[src/rtl/sha_pad_pkg.sv]
// Shared constants and types for the SHA-256 padding unit.
package sha_pad_pkg;
    localparam int BLK_BYTES = 64;
    localparam int IDX_W     = $clog2(BLK_BYTES);
    localparam int BLK_W     = BLK_BYTES * 8;
    localparam int LEN_BYTES = 8;
    localparam int LEN_START = BLK_BYTES - LEN_BYTES;
    localparam logic [7:0] PAD_MARK = 8'h80;

    typedef enum logic [1:0] {
        ST_FILL = 2'd0,
        ST_DATA = 2'd1,
        ST_PAD  = 2'd2,
        ST_LEN  = 2'd3
    } pad_state_e;

    typedef enum logic [1:0] {
        FMT_RAW = 2'd0,
        FMT_PAD = 2'd1,
        FMT_LEN = 2'd2
    } fmt_mode_e;
endpackage

[src/rtl/sha_pad_count.sv]
// Message byte counter.
// Counts accepted data bytes. The width is the bit-count width minus three,
// so (count << 3) wraps exactly like the length field.
// Assumes clr and rst_n are synchronous.
module sha_pad_count #(
    parameter int CNT_W = 29
) (
    input  logic             clk,
    input  logic             rst_n,
    input  logic             clr,
    input  logic             inc,
    output logic [CNT_W-1:0] count
);
    // Count data bytes; clear or reset returns to zero.
    always_ff @(posedge clk) begin
        if (!rst_n || clr) begin
            count <= '0;
        end else if (inc) begin
            count <= count + 1'b1;
        end
    end
endmodule

[src/rtl/sha_pad_buf.sv]
// Block byte store.
// Holds one block of bytes. Each byte has a register written when the write
// index matches. Stale bytes past the fill point are not cleared; the
// formatter masks them.
module sha_pad_buf
    import sha_pad_pkg::*;
#(
    parameter int NBYTES = BLK_BYTES
) (
    input  logic                  clk,
    input  logic                  rst_n,
    input  logic                  we,
    input  logic [IDX_W-1:0]      widx,
    input  logic [7:0]            wdata,
    output logic [NBYTES*8-1:0]   raw
);
    for (genvar i = 0; i < NBYTES; i++) begin : g_slot
        localparam logic [IDX_W-1:0] SLOT = IDX_W'(i);
        // Capture the incoming byte when it targets this slot.
        always_ff @(posedge clk) begin
            if (!rst_n) begin
                raw[8*i +: 8] <= 8'h00;
            end else if (we && (widx == SLOT)) begin
                raw[8*i +: 8] <= wdata;
            end
        end
    end
endmodule

[src/rtl/sha_pad_fmt.sv]
// Output block formatter (combinational).
// Builds the outgoing block from the stored bytes:
//   RAW - stored bytes as they are;
//   PAD - stored bytes below fill_idx, 0x80 at fill_idx, zeros above,
//         plus the length field when with_len is set;
//   LEN - zeros with the length field.
// The length field sits in the last LEN_BYTES bytes, most significant byte
// first. The bit count is zero-extended into it.
// Byte 0 is driven onto the top eight bits of blk.
module sha_pad_fmt
    import sha_pad_pkg::*;
#(
    parameter int NBYTES     = BLK_BYTES,
    parameter int LEN_BITS_W = 32
) (
    input  logic [NBYTES*8-1:0]    raw,
    input  fmt_mode_e              mode,
    input  logic [IDX_W-1:0]       fill_idx,
    input  logic                   with_len,
    input  logic [LEN_BITS_W-4:0]  byte_cnt,
    output logic [NBYTES*8-1:0]    blk
);
    localparam int FIELD_W = 8 * LEN_BYTES;

    logic [LEN_BITS_W-1:0] bit_cnt;
    logic [FIELD_W-1:0]    len_field;

    // Bit count with its wrap, zero-extended to the field width.
    always_comb begin
        bit_cnt   = {byte_cnt, 3'b000};
        len_field = FIELD_W'(bit_cnt);
    end

    for (genvar i = 0; i < NBYTES; i++) begin : g_out
        localparam logic [IDX_W-1:0] POS = IDX_W'(i);
        logic [7:0] len_b;
        logic [7:0] out_b;

        if (i >= LEN_START) begin : g_field
            assign len_b = len_field[8*(NBYTES-1-i) +: 8];
        end else begin : g_nofield
            assign len_b = 8'h00;
        end

        // Select the value of this byte for the current block kind.
        always_comb begin
            out_b = 8'h00;
            unique case (mode)
                FMT_RAW: out_b = raw[8*i +: 8];
                FMT_PAD: begin
                    if (POS < fill_idx) begin
                        out_b = raw[8*i +: 8];
                    end else if (POS == fill_idx) begin
                        out_b = PAD_MARK;
                    end else if (with_len) begin
                        out_b = len_b;
                    end
                end
                FMT_LEN: out_b = len_b;
                default: out_b = 8'h00;
            endcase
        end

        assign blk[NBYTES*8-1-8*i -: 8] = out_b;
    end
endmodule

[src/rtl/sha256_pad.sv]
// SHA-256 message padding unit (top).
// Takes message bytes over valid/ready and emits 64-byte blocks with the
// end-of-message padding and a 32-bit bit-length field. Input is stalled
// while any block waits on the output. One block is presented at a time.
// Assumes a single clock, synchronous active-low reset, and clr held apart
// from handshakes the caller wants counted.
module sha256_pad
    import sha_pad_pkg::*;
#(
    parameter int LEN_BITS_W = 32
) (
    input  logic             clk,
    input  logic             rst_n,
    input  logic             clr,
    input  logic             in_valid,
    output logic             in_ready,
    input  logic [7:0]       in_data,
    input  logic             in_last,
    input  logic             in_nodata,
    output logic             out_valid,
    input  logic             out_ready,
    output logic [BLK_W-1:0] out_block,
    output logic             out_final
);
    localparam int CNT_W = LEN_BITS_W - 3;
    localparam logic [IDX_W-1:0] LAST_SLOT = IDX_W'(BLK_BYTES - 1);
    localparam logic [IDX_W-1:0] LEN_SLOT  = IDX_W'(LEN_START);

    pad_state_e         state;
    logic               ending;
    logic [CNT_W-1:0]   byte_cnt;
    logic [IDX_W-1:0]   fill_idx;
    logic [BLK_W-1:0]   raw;
    fmt_mode_e          mode;
    logic               in_acc;
    logic               byte_we;
    logic               out_acc;
    logic               len_fits;
    logic               cnt_clr;

    // Handshake decode and derived controls.
    always_comb begin
        in_ready  = (state == ST_FILL);
        out_valid = (state != ST_FILL);
        fill_idx  = byte_cnt[IDX_W-1:0];
        len_fits  = (fill_idx < LEN_SLOT);
        in_acc    = in_valid && in_ready;
        byte_we   = in_acc && !in_nodata;
        out_acc   = out_valid && out_ready;
        out_final = ((state == ST_PAD) && len_fits) || (state == ST_LEN);
        cnt_clr   = clr || (out_acc && out_final);
    end

    // Map the control state to a formatter mode.
    always_comb begin
        unique case (state)
            ST_PAD:  mode = FMT_PAD;
            ST_LEN:  mode = FMT_LEN;
            default: mode = FMT_RAW;
        endcase
    end

    // Control sequence: fill, present data block, padding, length block.
    always_ff @(posedge clk) begin
        if (!rst_n || clr) begin
            state  <= ST_FILL;
            ending <= 1'b0;
        end else begin
            unique case (state)
                ST_FILL: begin
                    if (byte_we && (fill_idx == LAST_SLOT)) begin
                        state  <= ST_DATA;
                        ending <= in_last;
                    end else if (in_acc && in_last) begin
                        state <= ST_PAD;
                    end
                end
                ST_DATA: begin
                    if (out_acc) begin
                        state <= ending ? ST_PAD : ST_FILL;
                    end
                end
                ST_PAD: begin
                    if (out_acc) begin
                        state <= len_fits ? ST_FILL : ST_LEN;
                    end
                end
                ST_LEN: begin
                    if (out_acc) begin
                        state <= ST_FILL;
                    end
                end
                default: state <= ST_FILL;
            endcase
        end
    end

    sha_pad_count #(
        .CNT_W (CNT_W)
    ) u_count (
        .clk   (clk),
        .rst_n (rst_n),
        .clr   (cnt_clr),
        .inc   (byte_we),
        .count (byte_cnt)
    );

    sha_pad_buf #(
        .NBYTES (BLK_BYTES)
    ) u_buf (
        .clk   (clk),
        .rst_n (rst_n),
        .we    (byte_we),
        .widx  (fill_idx),
        .wdata (in_data),
        .raw   (raw)
    );

    sha_pad_fmt #(
        .NBYTES     (BLK_BYTES),
        .LEN_BITS_W (LEN_BITS_W)
    ) u_fmt (
        .raw      (raw),
        .mode     (mode),
        .fill_idx (fill_idx),
        .with_len (len_fits),
        .byte_cnt (byte_cnt),
        .blk      (out_block)
    );
endmodule

[config.mk]
export PLATFORM = sky130hd
export DESIGN_NAME = sha256_pad
export DESIGN_NICKNAME = d
export VERILOG_FILES = /design/src/rtl/sha_pad_pkg.sv /design/src/rtl/sha_pad_count.sv /design/src/rtl/sha_pad_buf.sv /design/src/rtl/sha_pad_fmt.sv /design/src/rtl/sha256_pad.sv
export SDC_FILE = /design/constraint.sdc
export NUM_CORES = 2
export LEC_CHECK = 0
export ABC_AREA = 0
export CORE_AREA = 2 2 259 261
export CTS_BUF_LIST = sky130_fd_sc_hd__clkbuf_8
export CTS_CLUSTER_DIAMETER = 120
export DETAILED_ROUTE_END_ITERATION = 12
export DIE_AREA = 0 0 261 263
export PLACE_DENSITY_LB_ADDON = 0.25
export SLEW_MARGIN = 0
export SYNTH_ARGS = -nofsm -noshare
export SYNTH_HDL_FRONTEND = slang
export SYNTH_SLANG_ARGS = --single-unit
[constraint.sdc]
create_clock -name clk -period 4.1 [get_ports clk]
set_input_delay 0.41 -clock clk [delete_from_list [all_inputs] [get_ports clk]]
set_output_delay 0.41 -clock clk [all_outputs]
set_load 0.05 [all_outputs]
==> run metrics <==
status=finished, final reports clean; Placed Area=34,800 sq um; Arr. time, crit path=3.54 ns; Synth Net Count=3,018; TritonCTS clock tree=yes; Clock transition at path regs=0.06 ns; CTS Hold Bufs=0; DRC viols=0; Post-synth EDFFs=0; Clock Skews=0.0313 ns; Finished Cell Area=36,700 sq um; WS Path Type=flop to output pin; Vias/cell=5.28; cells after synthesis=2,999; Synthesis Warnings=0; Syn Std Cell Area=26,200 sq um; Synth Area in Compound Gates=0.117; largest net degree at the start of global routing=167; post-route ant nets=0; Slew Limit Headroom=0.222; crit path capture type=output pin; ys async rst share=0; xor/xnor share of the synthesized area=0.00735; final setup fails=0; RSZ-0062 raised after global routing=false; die area=68,600 sq um; Seq/Total Area, Yosys=0.416; initial antenna violation count=2; type of origin of the critical path=flop; post-synthesis mux area share=0.123; routed length per placed instance=22.9 um; largest family of logic cells by synthesized area=simple AND/OR/NAND/NOR gates; Critical Path RT=3.69 ns; P_leak=14.2 nW; total global-route track usage=0.286; Max-cap violations=0; WL final=101,000 um; FILL cells=5,881; clock sinks=544; slowest stage cell, crit path=nor3_1; clock buffer depth=3; crit-path most repeated cell=inv_1; vias in the first global route=22.5k; FF+latch count, synth=544; final net count=3,500; min Tclk post-route=3.95 ns; area share of fa/ha/maj cells after synthesis=0.00191; share of layout cells above drive strength 1=0.203; fin. max-slew vios=0; number of buffers added on ports=529; worst-skew pair later-pin latency=0.72 ns; first-pass GRT wire length=149,000 um; power density over the cells=294 nW/um^2; Row Count=94; DP HPWL=69,900 um; GRT overflow=0; Initial Utilization=0.399; Area Overhead vs Synth=39.9%; Hold Fails Final Rpt=0; 1st-iter DRT viols=2,062; Fmax=253 MHz; class of the worst hold path=input port to flop; post-synthesis average cell area=8.74 sq um; crit-path max FO=8; drt first pass iters=6; Yosys cell types=51; CTS Buf Count=96; core area=65,600 sq um; simple-gate share of the synthesized area=0.300; vias post-DR=23.3k; critical-path cell list=inv_1 > ha_1 > inv_1 > nor3_1 > o21ai_0 > a32o_1 > buf_4; clk root buf=clkbuf_8; max incr delay on CP=0.62 ns; period utilization=0.964; H-Tree Depth=3; chip width=261 um; worst ir drop on vdd=271 uV; dominant synthesized flop cell=dfxtp_1; worst slew pin tran=1.15 ns; num ports=530; Placer Congestion=0.959; setup TNS=0 ns; Die Span Y=263 um
## worst paths after layout
kind              slack (ns)              from        endpoint  depth (start not counted)
hold / removal          0.19             rst_n  u_buf.raw[150]                          2
hold reg to reg         0.46    u_buf.raw[152]  u_buf.raw[152]                          2
setup reg to reg        1.15  u_count.count[2]  u_buf.raw[163]                          5
setup / recovery        0.15  u_count.count[0]  out_block[127]                          7
## cell families (layout without fill, tap and decap cells)
kind of cell             after synthesis  after routing
AND/OR/NAND/NOR                     1447           1447
flip-flops                           544            544
AO/OA/AOI/OAI                        429            429
multiplexers                         323            323
buffers and inverters                230            781
XOR/XNOR                              22             22
adder cells (fa/ha/maj)                4              4
other                                  0              3
## layout make-up
cell class | count | area [sq um] | area share
flip-flops and latches | 544 | 10900 | 0.297
repair buffers | 602 | 8330 | 0.227
multi-input cells | 2225 | 14400 | 0.394
inverters | 12 | 45.0 | 0.00123
clock inverters | 53 | 290 | 0.00792
well taps | 864 | 1080 | 0.0295
clock buffers | 114 | 1570 | 0.0428
diodes | 3 | 7.51 | 0.000205
## sequential cells by signal (all words and copies together) (netlist names)
name           flops
ending             1
state              2
u_buf.raw        512
u_count.count     29
## layout by cell type (no fill, tap or decap), types with 81 or more instances in the layout
cell type / instances
dfxtp_1: 540
nor2b_1: 391
and2_1: 379
nand2_1: 368
mux2i_1: 323
buf_12: 292
buf_4: 246
a21boi_0: 193
nand3_1: 119
clkbuf_8: 114
nor2_1: 81
## power by group
group | internal (mW) | switching [mW] | total, mW
logic | 0.146 | 0.364 | 0.511
registers | 5.29 | 0.00954 | 5.30
clock network | 2.59 | 2.36 | 4.95
## what timing repair did
action | 4_1_cts | 5_1_grt
buffers inserted | 0 | 0
endpoints found under the setup margin | 0 | 1
resized for setup | 0 | 1
## metal layers
metal	global-route usage	up-vias	part of all wire
li1	-	11009	-
met1	0.359	11121	0.40
met2	0.466	977	0.47
met3	0.0805	195	0.091
met4	0.0990	0	0.034
met5	0	-	0
## worst max-delay path: cells and delay by family, from the launching register on
kind / cells / cell delay (ns)
AOI/OAI and AO/OA: 2 / 0.90
and+or+nand+nor: 1 / 0.62
buffers and inverters: 3 / 0.60
adders and majority gates: 1 / 0.39
DFF: 1 / 0.31
## per-stage QoR
stage	setup slack, ns	cells	total power [mW]	utilization	hold slack (ns)
4_1_cts	0.170	4414	10.9	0.558	0.165
5_1_grt	0.0532	4415	11.1	0.559	0.193
3_5_place_dp	0.952	4247	5.92	0.530	0.453
3_3_place_gp	0.978	4247	5.92	0.530	0.444
6_report	0.148	4417	10.8	0.559	0.195
2_1_floorplan	0.763	2999	5.71	-	0.436
## cells in the mapped netlist (6+ instances only)
master,instances,share of area
a21boi_0,193,0.055
nor2b_1,391,0.093
o21ai_0,78,0.015
or3_1,6,0.0014
buf_1,40,0.0057
a21oi_1,25,0.0048
nor2_2,18,0.0043
nand4_1,19,0.0045
a32o_1,20,0.0076
o31ai_1,10,0.0029
mux2i_1,323,0.12
and2_1,379,0.091
nand2b_1,12,0.0029
a31oi_1,11,0.0026
nor3_1,17,0.0032
xnor2_1,6,0.0020
dfxtp_1,544,0.42
nor2_1,83,0.012
and3_1,15,0.0036
nand3_1,119,0.023
clkbuf_1,161,0.023
o2bb2ai_1,23,0.0077
nand2_1,368,0.053
buf_2,14,0.0027
nor3_4,6,0.0037
inv_1,12,0.0017
o21a_1,13,0.0037
xor2_1,16,0.0053
a22o_1,30,0.010
No activity file was read; power rests on OpenSTA's default activity.
